File: src/rtl/cmdpg_pkg.sv
// Package: shared encodings for the command decoder and page controller.
// Assumes 8-bit command codes; page and mode encodings are visible at the ports.
package cmdpg_pkg;

    typedef enum logic [1:0] {
        PG_DEFAULT  = 2'd0,
        PG_EXTENDED = 2'd1,
        PG_NVM      = 2'd2
    } page_e;

    typedef enum logic [1:0] {
        XF_NONE     = 2'd0,
        XF_BLOCK_WR = 2'd1,
        XF_BLOCK_RD = 2'd2
    } xfer_e;

    localparam logic [7:0] OP_BLOCK_WR = 8'h94;
    localparam logic [7:0] OP_BLOCK_RD = 8'h95;
    localparam logic [7:0] OP_REBOOT   = 8'h96;
    localparam logic [7:0] OP_FAULT    = 8'h97;
    localparam logic [7:0] OP_EXT_ON   = 8'h98;
    localparam logic [7:0] OP_EXT_OFF  = 8'h99;
    localparam logic [7:0] OP_NVM_ON   = 8'h9A;
    localparam logic [7:0] OP_NVM_OFF  = 8'h9B;

    // One decoded action per strobed byte
    typedef struct packed {
        logic  invalid;
        logic  reject;
        logic  set_page;
        page_e page;
        logic  set_xfer;
        xfer_e xfer;
        logic  reboot;
        logic  fault;
    } action_t;

endpackage

File: src/rtl/cmdpg_decode.sv
// Module: cmdpg_decode
// Turns one strobed command byte into an action. Purely combinational.
// Assumes the caller registers the result; payload bytes produce no action.
module cmdpg_decode
    import cmdpg_pkg::*;
(
    input  logic       byte_vld,
    input  logic       byte_is_cmd,
    input  logic [7:0] byte_data,
    input  logic       busy,
    output action_t    act
);

    // Map the code to an action, refusing everything while busy
    always_comb begin
        act = '0;
        if (byte_vld && byte_is_cmd) begin
            if (busy) begin
                act.reject = 1'b1;
            end else begin
                case (byte_data)
                    OP_BLOCK_WR: begin
                        act.set_xfer = 1'b1;
                        act.xfer     = XF_BLOCK_WR;
                    end
                    OP_BLOCK_RD: begin
                        act.set_xfer = 1'b1;
                        act.xfer     = XF_BLOCK_RD;
                    end
                    OP_REBOOT: begin
                        act.reboot   = 1'b1;
                        act.set_page = 1'b1;
                        act.page     = PG_DEFAULT;
                        act.set_xfer = 1'b1;
                        act.xfer     = XF_NONE;
                    end
                    OP_FAULT: begin
                        act.fault = 1'b1;
                    end
                    OP_EXT_ON: begin
                        act.set_page = 1'b1;
                        act.page     = PG_EXTENDED;
                    end
                    OP_NVM_ON: begin
                        act.set_page = 1'b1;
                        act.page     = PG_NVM;
                    end
                    OP_EXT_OFF, OP_NVM_OFF: begin
                        act.set_page = 1'b1;
                        act.page     = PG_DEFAULT;
                    end
                    default: begin
                        act.invalid = 1'b1;
                    end
                endcase
            end
        end
    end

endmodule

File: src/rtl/cmdpg_copy_engine.sv
// Module: cmdpg_copy_engine
// Copies nonvolatile bytes COPY_LO..COPY_HI into the register file at the
// same addresses. Each byte is primed: load address, dummy read, load again,
// read, write. Assumes the nonvolatile side returns data one cycle after a
// read strobe. Reset leaves the engine armed, so a copy follows every reset.
module cmdpg_copy_engine #(
    parameter int              ADDR_W  = 8,
    parameter int              DATA_W  = 8,
    parameter logic [ADDR_W-1:0] COPY_LO = 8'h0F,
    parameter logic [ADDR_W-1:0] COPY_HI = 8'h7D
) (
    input  logic              clk,
    input  logic              rst_n,
    input  logic              start,
    output logic              busy,
    output logic [ADDR_W-1:0] ee_addr,
    output logic              ee_set,
    output logic              ee_rd,
    input  logic [DATA_W-1:0] ee_rdata,
    output logic              rf_we,
    output logic [ADDR_W-1:0] rf_waddr,
    output logic [DATA_W-1:0] rf_wdata
);

    localparam logic [ADDR_W-1:0] ADDR_ONE = 1;

    typedef enum logic [2:0] {
        E_IDLE, E_LOAD1, E_DUMMY, E_LOAD2, E_READ, E_WRITE
    } eng_e;

    eng_e              state_q;
    logic [ADDR_W-1:0] addr_q;

    // Step through the five-cycle primed copy for each address
    always_ff @(posedge clk) begin
        if (!rst_n) begin
            state_q <= E_LOAD1;
            addr_q  <= COPY_LO;
        end else begin
            case (state_q)
                E_IDLE: begin
                    if (start) begin
                        state_q <= E_LOAD1;
                        addr_q  <= COPY_LO;
                    end
                end
                E_LOAD1: state_q <= E_DUMMY;
                E_DUMMY: state_q <= E_LOAD2;
                E_LOAD2: state_q <= E_READ;
                E_READ:  state_q <= E_WRITE;
                E_WRITE: begin
                    if (addr_q == COPY_HI) begin
                        state_q <= E_IDLE;
                    end else begin
                        state_q <= E_LOAD1;
                        addr_q  <= addr_q + ADDR_ONE;
                    end
                end
                default: state_q <= E_IDLE;
            endcase
        end
    end

    // Drive the strobes from the current step
    always_comb begin
        busy     = (state_q != E_IDLE);
        ee_addr  = addr_q;
        ee_set   = (state_q == E_LOAD1) || (state_q == E_LOAD2);
        ee_rd    = (state_q == E_DUMMY) || (state_q == E_READ);
        rf_we    = (state_q == E_WRITE);
        rf_waddr = addr_q;
        rf_wdata = ee_rdata;
    end

endmodule

File: src/rtl/cmdpg_fault_seq.sv
// Module: cmdpg_fault_seq
// Reads the fault-log control register, then holds a store request carrying
// its selection bits until the storage side reports completion.
// Assumes the register-file read port is combinational.
module cmdpg_fault_seq #(
    parameter int                ADDR_W    = 8,
    parameter int                DATA_W    = 8,
    parameter int                SEL_W     = 2,
    parameter logic [ADDR_W-1:0] CTRL_ADDR = 8'h47
) (
    input  logic              clk,
    input  logic              rst_n,
    input  logic              start,
    input  logic              done,
    output logic              busy,
    output logic [ADDR_W-1:0] rf_raddr,
    input  logic [DATA_W-1:0] rf_rdata,
    output logic              req,
    output logic [SEL_W-1:0]  sel
);

    typedef enum logic [1:0] { F_IDLE, F_READ, F_REQ } flt_e;

    flt_e             state_q;
    logic [SEL_W-1:0] sel_q;
    logic             unused_rdata;

    // Sequence: capture control bits, then wait for completion
    always_ff @(posedge clk) begin
        if (!rst_n) begin
            state_q <= F_IDLE;
            sel_q   <= '0;
        end else begin
            case (state_q)
                F_IDLE: if (start) state_q <= F_READ;
                F_READ: begin
                    sel_q   <= rf_rdata[SEL_W-1:0];
                    state_q <= F_REQ;
                end
                F_REQ:  if (done) state_q <= F_IDLE;
                default: state_q <= F_IDLE;
            endcase
        end
    end

    // Outputs follow the state
    always_comb begin
        busy         = (state_q != F_IDLE);
        req          = (state_q == F_REQ);
        sel          = sel_q;
        rf_raddr     = CTRL_ADDR;
        unused_rdata = ^rf_rdata;
    end

endmodule

File: src/rtl/cmdpg_ctrl.sv
// Module: cmdpg_ctrl (top)
// Command decoder and page controller. Acts on command bytes 94h..9Bh,
// keeps the active page and transfer mode, and runs the boot copy and the
// fault store. Assumes one byte strobe at most per cycle; busy refuses commands.
module cmdpg_ctrl
    import cmdpg_pkg::*;
#(
    parameter int                ADDR_W          = 8,
    parameter int                DATA_W          = 8,
    parameter int                SEL_W           = 2,
    parameter logic [ADDR_W-1:0] COPY_LO         = 8'h0F,
    parameter logic [ADDR_W-1:0] COPY_HI         = 8'h7D,
    parameter logic [ADDR_W-1:0] FAULT_CTRL_ADDR = 8'h47
) (
    input  logic              clk,
    input  logic              rst_n,
    input  logic              byte_vld,
    input  logic              byte_is_cmd,
    input  logic [7:0]        byte_data,
    output logic [1:0]        page_sel,
    output logic [1:0]        xfer_mode,
    output logic              busy,
    output logic              cmd_invalid,
    output logic              cmd_reject,
    output logic [ADDR_W-1:0] ee_addr,
    output logic              ee_set,
    output logic              ee_rd,
    input  logic [DATA_W-1:0] ee_rdata,
    output logic              rf_we,
    output logic [ADDR_W-1:0] rf_waddr,
    output logic [DATA_W-1:0] rf_wdata,
    output logic [ADDR_W-1:0] rf_raddr,
    input  logic [DATA_W-1:0] rf_rdata,
    output logic              fault_req,
    output logic [SEL_W-1:0]  fault_sel,
    input  logic              fault_done
);

    action_t act;
    page_e   page_q;
    xfer_e   xfer_q;
    logic    invalid_q;
    logic    reject_q;
    logic    copy_busy;
    logic    fault_busy;

    cmdpg_decode u_decode (
        .byte_vld    (byte_vld),
        .byte_is_cmd (byte_is_cmd),
        .byte_data   (byte_data),
        .busy        (busy),
        .act         (act)
    );

    cmdpg_copy_engine #(
        .ADDR_W  (ADDR_W),
        .DATA_W  (DATA_W),
        .COPY_LO (COPY_LO),
        .COPY_HI (COPY_HI)
    ) u_copy (
        .clk      (clk),
        .rst_n    (rst_n),
        .start    (act.reboot),
        .busy     (copy_busy),
        .ee_addr  (ee_addr),
        .ee_set   (ee_set),
        .ee_rd    (ee_rd),
        .ee_rdata (ee_rdata),
        .rf_we    (rf_we),
        .rf_waddr (rf_waddr),
        .rf_wdata (rf_wdata)
    );

    cmdpg_fault_seq #(
        .ADDR_W    (ADDR_W),
        .DATA_W    (DATA_W),
        .SEL_W     (SEL_W),
        .CTRL_ADDR (FAULT_CTRL_ADDR)
    ) u_fault (
        .clk      (clk),
        .rst_n    (rst_n),
        .start    (act.fault),
        .done     (fault_done),
        .busy     (fault_busy),
        .rf_raddr (rf_raddr),
        .rf_rdata (rf_rdata),
        .req      (fault_req),
        .sel      (fault_sel)
    );

    // Hold the active page and transfer mode
    always_ff @(posedge clk) begin
        if (!rst_n) begin
            page_q <= PG_DEFAULT;
            xfer_q <= XF_NONE;
        end else begin
            if (act.set_page) page_q <= act.page;
            if (act.set_xfer) xfer_q <= act.xfer;
        end
    end

    // Register the one-cycle status pulses
    always_ff @(posedge clk) begin
        if (!rst_n) begin
            invalid_q <= 1'b0;
            reject_q  <= 1'b0;
        end else begin
            invalid_q <= act.invalid;
            reject_q  <= act.reject;
        end
    end

    // Drive the outputs
    always_comb begin
        busy        = copy_busy | fault_busy;
        page_sel    = page_q;
        xfer_mode   = xfer_q;
        cmd_invalid = invalid_q;
        cmd_reject  = reject_q;
    end

endmodule

File: config.mk
export PLATFORM = sky130hd
export DESIGN_NAME = cmdpg_ctrl
export DESIGN_NICKNAME = d
export VERILOG_FILES = /design/src/rtl/cmdpg_pkg.sv /design/src/rtl/cmdpg_decode.sv /design/src/rtl/cmdpg_copy_engine.sv /design/src/rtl/cmdpg_fault_seq.sv /design/src/rtl/cmdpg_ctrl.sv
export SDC_FILE = /design/constraint.sdc
export NUM_CORES = 1
export LEC_CHECK = 0
export BUFFER_PORTS_ARGS = -buffer_cell sky130_fd_sc_hd__buf_2
export CAP_MARGIN = 20
export CELL_PAD_IN_SITES_DETAIL_PLACEMENT = 0
export CELL_PAD_IN_SITES_GLOBAL_PLACEMENT = 2
export CORE_UTILIZATION = 21
export CTS_CLUSTER_SIZE = 10
export DETAILED_ROUTE_END_ITERATION = 8
export PLACE_DENSITY = 0.78
export SLEW_MARGIN = 20
export SYNTH_ARGS = -nofsm -noshare
export SYNTH_HDL_FRONTEND = slang
export SYNTH_SLANG_ARGS = --single-unit
File: constraint.sdc
create_clock -name clk -period 1.6 [get_ports clk]
set_clock_uncertainty 0.15 [all_clocks]
set_input_delay 0.16 -clock clk [delete_from_list [all_inputs] [get_ports clk]]
set_output_delay 0.16 -clock clk [all_outputs]
set_load 0.02 [all_outputs]
==> impl_metrics.csv, run 1 <==
group,metric,value,unit
status,status,"complete, no violations",
clock_network,cts_sinks,21,
timing,period_share,0.950,
setup_path,r2r_start,"u_copy.ee_addr[1]",
global_routing,antenna_found_initial,0,
clock_network,cts_buffers,3,
clock_network,cts.htree.levels,1,
route,drt.antenna.violating_nets,0,
final_layout,layout_commonest_cell,"buf_2",
final_layout,layout_common_cells,"buf_2 (43), dfxtp_1 (15), buf_4 (13), nand2_1 (12)",
final_layout,diodes,0,
synth,syn_area,0.00124,mm^2
floorplanning,die_w,78.9,um
pwr,vdd.ir_drop.worst,0.478,mV
final_layout,num-fill-cells,654,
final_layout,multi_input_area,634,um^2
synth,async_flop_share,0,
route,avgViaCountPerCell,4.14,
global_routing,grt_pass1_wl,4220,um
floorplanning,die_h,78.9,um
global_routing,grt_usage,0.0853,
synth,postSynthAreaPerCell,8.93,um^2
synth,synth-edff-count,0,
setup_path,arrival,1570,ps
clock_network,worstSkewPairLatency,260,ps
final_layout,drive_gt1_frac,0.408,
timing,finalSetupViolations,0,
final_layout,nets,211,
timing,fmax,0.658,GHz
floorplanning,pin_count,74,
synth,yosys_warnings,0,
floorplanning,die_area,0.00622,mm^2
setup_path,critPathCaptureType,"flop",
route,firstDrtPassIters,4,
global_routing,first_global_vias,955,
pwr,total_power,0.00173,W
setup_path,cp_data_required_time,1650,ps
clock_network,tritoncts,"done",
worst_hold_path,worst_hold_path.endpoint,"u_fault.state_q[0]",
setup_path,reg2reg_depth,6,
synth,ys.flop_type,"dfxtp_1",
synth,ys_ff_latch,21,
timing,final_max_slew_viol_count,0,
route,vias,1040,
route,drtIter0Drc,30,
timing,min_period,1520,ps
placement,dp_slack,73.3,ps
setup_path,timing.rr.end,"u_copy.ee_addr[7]",
pwr,powerDensity,1120,mW/mm^2
setup_path,start_kind,"flop",
worst_hold_path,hold_path.class,"input pin to flop",
flow_run,maxCapViolations,0,
final_layout,layout-area-overhead-vs-synth,24.7,%
placement,dp_hpwl,1990,um
setup_path,crit_path_max_fanout,5,
route,drcViolationCount,0,
pwr,leakage,0.747,nW
timing,hold_viol,0,
synth,ys_types,45,
synth,yosysSeqAreaShare,0.339,
floorplanning,num_rows,27,
route,avgRoutedWirePerCell,10.4,um
route,drt-total-wl,2610,um
global_routing,grt_max_degree,17,
floorplanning,floorplan.initialDensity,0.221,
clock_network,cts_buffer_depth,2,
setup_path,r2r_setup_slack,80,ps
worst_hold_path,whs_path_depth,3,
timing,worst_slack,80.2,ps
floorplanning,coreArea,0.00561,mm^2
placement,gp_congestion,0.690,
final_layout,register_area,430,um^2
clock_network,clk_pin_slew_worst_paths,80,ps
setup_path,critPathKind,"flop to flop",
synth,synth_cells,139,
clock_network,cts_root_buf,"clkbuf_8",
worst_hold_path,holdCritStartpoint,"byte_data[0]",
global_routing,overflow,0,
placement,io_buffers,43,
-- repair_timing --
item	in CTS	in global routing
setup buffers	0	1
hold buffers	3	0
endpoints found under the setup margin	0	5
gates resized for setup	0	5
hold endpoints to repair	3	0
-- layer usage --
| layer | global-route usage | share of wire | routed length [um] |
|---|---|---|---|
| met1 | 0.107 | 0.49 | 1280 |
| met2 | 0.139 | 0.43 | 1110 |
| met3 | 0.0287 | 0.076 | 199 |
| met4 | 0.0218 | 0.0069 | 18 |
| met5 | 0 | 0 | 0 |
-- report_power, final --
part / internal, W / switching [W] / total, W
sequential: 0.000590 / 0.0000473 / 0.000637
clock: 0.000174 / 0.000180 / 0.000354
combinational: 0.000330 / 0.000408 / 0.000738
total: 0.00109 / 0.000636 / 0.00173
-- cell usage after synthesis (all sizes together) (3+ instances only) --
| library cell | n | area [um^2] |
|---|---|---|
| o211ai | 4 | 30.0 |
| and3 | 4 | 25.0 |
| xor2 | 5 | 43.8 |
| nor2b | 6 | 37.5 |
| nand4 | 4 | 31.3 |
| a21oi | 3 | 15.0 |
| a21boi | 3 | 22.5 |
| dfxtp | 21 | 420 |
| buf | 28 | 215 |
| nand2b | 3 | 18.8 |
| o21ai | 5 | 36.3 |
| nor2 | 8 | 30.0 |
| nand2 | 12 | 45.0 |
-- flip-flops by register name (all words and copies together) (netlist names) --
register / count
cmd_reject: 1
u_copy.state_q: 3
u_fault.sel: 2
u_copy.ee_addr: 8
u_fault.state_q: 2
xfer_mode: 2
cmd_invalid: 1
page_sel: 2
-- worst max-delay path, stage by stage, from the launching register on --
cell and delay (ps):
dfxtp_4 350, inv_1 30, ha_1 200, nand3b_4 120
o21ai_4 80, or4_1 400, a21oi_1 120
-- final cells by class --
cell class	instances	area share
clock buffers	3	0.0267
clock inverters	1	0.00323
inverters	1	0.00243
multi-input cells	94	0.410
flip-flops and latches	21	0.278
well taps	72	0.0582
repair buffers	59	0.222
-- stage by stage --
stage | hold slack (ps) | std cells | area (um^2) | setup TNS [ps] | utilization
floorplan | 136 | 145 | 1270 | 0 | -
global placement | 170 | 243 | 1450 | 0 | 0.258
detailed placement | 170 | 243 | 1450 | 0 | 0.258
CTS | 1.02 | 250 | 1520 | 0 | 0.272
global route | 7.15 | 251 | 1550 | -3.75 | 0.276
finish | 14.8 | 251 | 1550 | 0 | 0.276
-- logic make-up (layout without fill, tap and decap cells) --
group           Yosys count  count (layout)  share of synthesized area
flops                    21              21                      0.339
buf+inv                  30              64                      0.179
compound gates           22              22                      0.130
mux                       2               2                     0.0161
xor+xnor                  7               7                     0.0494
other cells               2               8                    0.00605
simple gates             53              53                      0.260
fa+ha+maj                 2               2                     0.0202
-- worst max path at each step --
stage | slack, ps | endpoint | start
after floorplan | 6 | u_copy.ee_addr[7] | u_copy.ee_addr[4]
after global placement | 90 | u_copy.ee_addr[7] | u_copy.ee_addr[4]
after detailed placement | 70 | u_copy.ee_addr[7] | u_copy.ee_addr[1]
after CTS | 50 | busy | u_copy.state_q[2]
after global routing | -4 | u_copy.ee_addr[7] | u_copy.ee_addr[1]
final | 80 | u_copy.ee_addr[7] | u_copy.ee_addr[1]
No activity file was read; power rests on OpenSTA's default activity.
==> run 2, diff against run 1 <==
--- a/config.mk
+++ b/config.mk
@@ -7,13 +7,12 @@
 export LEC_CHECK = 0
 export BUFFER_PORTS_ARGS = -buffer_cell sky130_fd_sc_hd__buf_2
 export CAP_MARGIN = 20
-export CELL_PAD_IN_SITES_DETAIL_PLACEMENT = 0
-export CELL_PAD_IN_SITES_GLOBAL_PLACEMENT = 2
-export CORE_UTILIZATION = 21
+export CORE_UTILIZATION = 41
 export CTS_CLUSTER_SIZE = 10
 export DETAILED_ROUTE_END_ITERATION = 8
 export PLACE_DENSITY = 0.78
 export SLEW_MARGIN = 20
 export SYNTH_ARGS = -nofsm -noshare
 export SYNTH_HDL_FRONTEND = slang
+export SYNTH_HIERARCHICAL = 1
 export SYNTH_SLANG_ARGS = --single-unit
==> constraint.sdc (replaced) <==
create_clock -name clk -period 1.3 [get_ports clk]
set_clock_uncertainty 0.15 [all_clocks]
set_input_delay 0.13 -clock clk [delete_from_list [all_inputs] [get_ports clk]]
set_output_delay 0.13 -clock clk [all_outputs]
set_load 0.02 [all_outputs]
==> run 2 against run 1 <==
Against the previous run: the run now ends with negative setup slack left; first-iteration DRC count decreased by 17%; design area increased by 42%; register-to-register slack got worse by 1100 ps; power increased by 57%; critical endpoint is now u_copy/ee_addr[5].
==> impl_metrics.csv, run 2 <==
group,metric,value,unit
clock_network,cts_buffers,3,
synth,syn_area,0.00144,mm^2
final_layout,fin_util,0.660,
global_routing,use_met3,0.0273,
flow_run,maxCapViolations,0,
synth,async_flop_share,0,
pwr,p_seq_frac,0.291,
synth,ys_types,46,
final_layout,drive_gt1_frac,0.564,
route,drcViolationCount,0,
floorplanning,die_w,61.2,um
synth,postSynthAreaPerCell,9.16,um^2
global_routing,first_global_vias,1161,
floorplanning,floorplan.initialDensity,0.431,
synth,synth.most_common_cell,"buf_4",
synth,yosys-top-cells-count,"buf_4 (24), dfxtp_1 (21), mux2i_1 (10)",
route,avgRoutedWirePerCell,13.0,um
synth,yosysTopAreaCell,"dfxtp_1",
timing,fmax,0.439,GHz
clock_network,tritoncts,"done",
synth,yosysTopAreaCellShare,0.292,
floorplanning,num_rows,21,
setup_path,r2r_setup_slack,-980,ps
setup_path,cp_data_required_time,1360,ps
synth,ys_ff_latch,21,
clock_network,cts.htree.levels,1,
pwr,p_int,0.00171,W
synth,synth_cells,157,
setup_path,reg2reg_depth,8,
placement,dp_slack,-974,ps
pwr,swShare,0.367,
worst_hold_path,holdCritStartpoint,"rst_n",
floorplanning,die_h,61.2,um
timing,final_max_slew_viol_count,0,
clock_network,cts_root_buf,"clkbuf_4",
setup_path,critPathCaptureType,"flop",
global_routing,antenna_found_initial,0,
worst_hold_path,hold_path.class,"input pin to flop",
pwr,powerDensity,1230,mW/mm^2
setup_path,arrival,2340,ps
setup_path,crit_path_max_fanout,4,
global_routing,overflow,0,
timing,min_period,2280,ps
setup_path,cp_slowest_cell,"or3_4",
pwr,vdd.ir_drop.worst,1.16,mV
setup_path,slowest_delay,380,ps
final_layout,diodes,0,
setup_path,crit_chain,"or3_4 > or2_4 > nand3b_4 > nor3_4 > nor4b_4 > buf_4 > nand2b_4 > nor3b_1",
global_routing,met2_usage,0.318,
global_routing,grt_util_met1,0.227,
pwr,switching_power,0.000995,W
clock_network,clk_pin_slew_worst_paths,120,ps
final_layout,nets,268,
route,avgViaCountPerCell,4.86,
synth,ys_top_cells_by_area,"dfxtp_1 (29%), buf_4 (13%), mux2i_1 (7.0%)",
route,firstDrtPassIters,4,
timing,worst_slack,-980,ps
final_layout,layout_commonest_cell,"buf_4",
synth,ys.flop_type,"dfxtp_1",
worst_hold_path,worst_hold_path.endpoint,"u_copy/state_q[2]",
setup_path,critPathKind,"flop to flop",
timing,rsz0062_at_grt,"true",
pwr,p_clk_frac,0.119,
status,status,"complete, but fails checks",
floorplanning,coreArea,0.00334,mm^2
global_routing,grt_max_degree,15,
final_layout,layout-area-overhead-vs-synth,53.1,%
worst_hold_path,whs_path_depth,3,
clock_network,worstSkewPairLatency,310,ps
placement,io_buffers,43,
timing,setup_tns,-15400,ps
final_layout,largest_reg_flops,8,
global_routing,grt_pass1_wl,5050,um
route,drtIter0Drc,25,
floorplanning,die_area,0.00375,mm^2
synth,yosys_warnings,6,
setup_path,start_kind,"flop",
placement,place_area,0.00185,mm^2
status,violations,"negative setup slack",
floorplanning,pin_count,74,
final_layout,layout_common_cells,"buf_4 (46), buf_2 (33), buf_6 (15), dfxtp_1 (13), mux2i_1 (10)",
final_layout,design_area,0.00220,mm^2
setup_path,r2r_start,"u_copy/state_q[0]",
route,drt-total-wl,3660,um
synth,yosysSeqAreaShare,0.292,
global_routing,grt_usage,0.183,
pwr,power_frac_comb,0.590,
timing,period_share,1.75,
clock_network,cts_sinks,21,
timing,finalSetupViolations,24,
route,drt.antenna.violating_nets,0,
final_layout,num-fill-cells,262,
synth,synth-edff-count,0,
setup_path,timing.rr.end,"u_copy/ee_addr[5]",
global_routing,grt_most_used_layer,"met2",
pwr,leakage,1.02,nW
placement,gp_congestion,0.848,
clock_network,cts_buffer_depth,2,
timing,hold_viol,0,
placement,dp_hpwl,2420,um
route,vias,1370,
-- run 2: metrics by stage --
step / cells / power, W / hold slack (ps)
2_1_floorplan: 163 / 0.00162 / 97.6
3_3_place_gp: 262 / 0.00192 / 110
3_5_place_dp: 262 / 0.00195 / 110
4_1_cts: 275 / 0.00257 / 29.2
5_1_grt: 282 / 0.00285 / 35.7
6_report: 282 / 0.00271 / 45.6
-- run 2: what timing repair did --
item / 4_1_cts / 5_1_grt
buffers inserted: 6 / 9
pin swaps: 3 / 6
resized for setup: 32 / 22
endpoints found under the hold margin: 3 / 0
hold buffers: 3 / 0
setup endpoints to repair: 25 / 33
-- run 2: metal layers --
| metal | wire length (um) | share of wire |
|---|---|---|
| met4 | 57 | 0.016 |
| met2 | 1850 | 0.51 |
| met5 | 0 | 0 |
| met1 | 1620 | 0.44 |
| met3 | 131 | 0.036 |
-- run 2: area by class of cell --
class,count,area [um^2],share of cell area
clock inverter,1,5.00,0.00227
tap,46,57.6,0.0262
sequential,21,433,0.197
multi-input combinational,109,925,0.420
timing repair buffer,99,744,0.338
inverter,3,13.8,0.00625
clock buffer,3,22.5,0.0102
-- run 2: worst max-delay path by stage --
stage / start / to / slack, ps
CTS: u_copy/state_q[0] / u_copy/ee_addr[0] / -900
detailed placement: u_copy/state_q[0] / u_copy/ee_addr[0] / -970
global route: u_copy/state_q[0] / u_copy/ee_addr[2] / -1070
finish: u_copy/state_q[0] / u_copy/ee_addr[5] / -980
global placement: u_copy/state_q[0] / u_copy/ee_addr[4] / -860
floorplan: u_copy/state_q[0] / u_copy/ee_addr[4] / -1140
-- run 2: logic make-up after synthesis --
group / Yosys count / share of synthesized area
other cells: 2 / 0.00522
flops: 21 / 0.292
fa+ha+maj: 2 / 0.0174
mux: 11 / 0.0775
xor+xnor: 3 / 0.0183
simple gates: 70 / 0.359
buf+inv: 33 / 0.158
compound gates: 15 / 0.0722
-- run 2: critical path, delay by kind of cell (launching register included) --
family                 cells  cell delay, ps
DFF                        1             340
and+or+nand+nor            7            1530
buffers and inverters      1             170
-- run 2: power by group through the flow --
| stage | Sequential, W | Combinational (W) | Clock, W |
|---|---|---|---|
| after floorplan | 0.000840 | 0.000781 | 0 |
| after global placement | 0.000777 | 0.00114 | 0 |
| after detailed placement | 0.000782 | 0.00117 | 0 |
| after CTS | 0.000781 | 0.00146 | 0.000334 |
| after global routing | 0.000797 | 0.00169 | 0.000365 |
| final | 0.000788 | 0.00160 | 0.000322 |
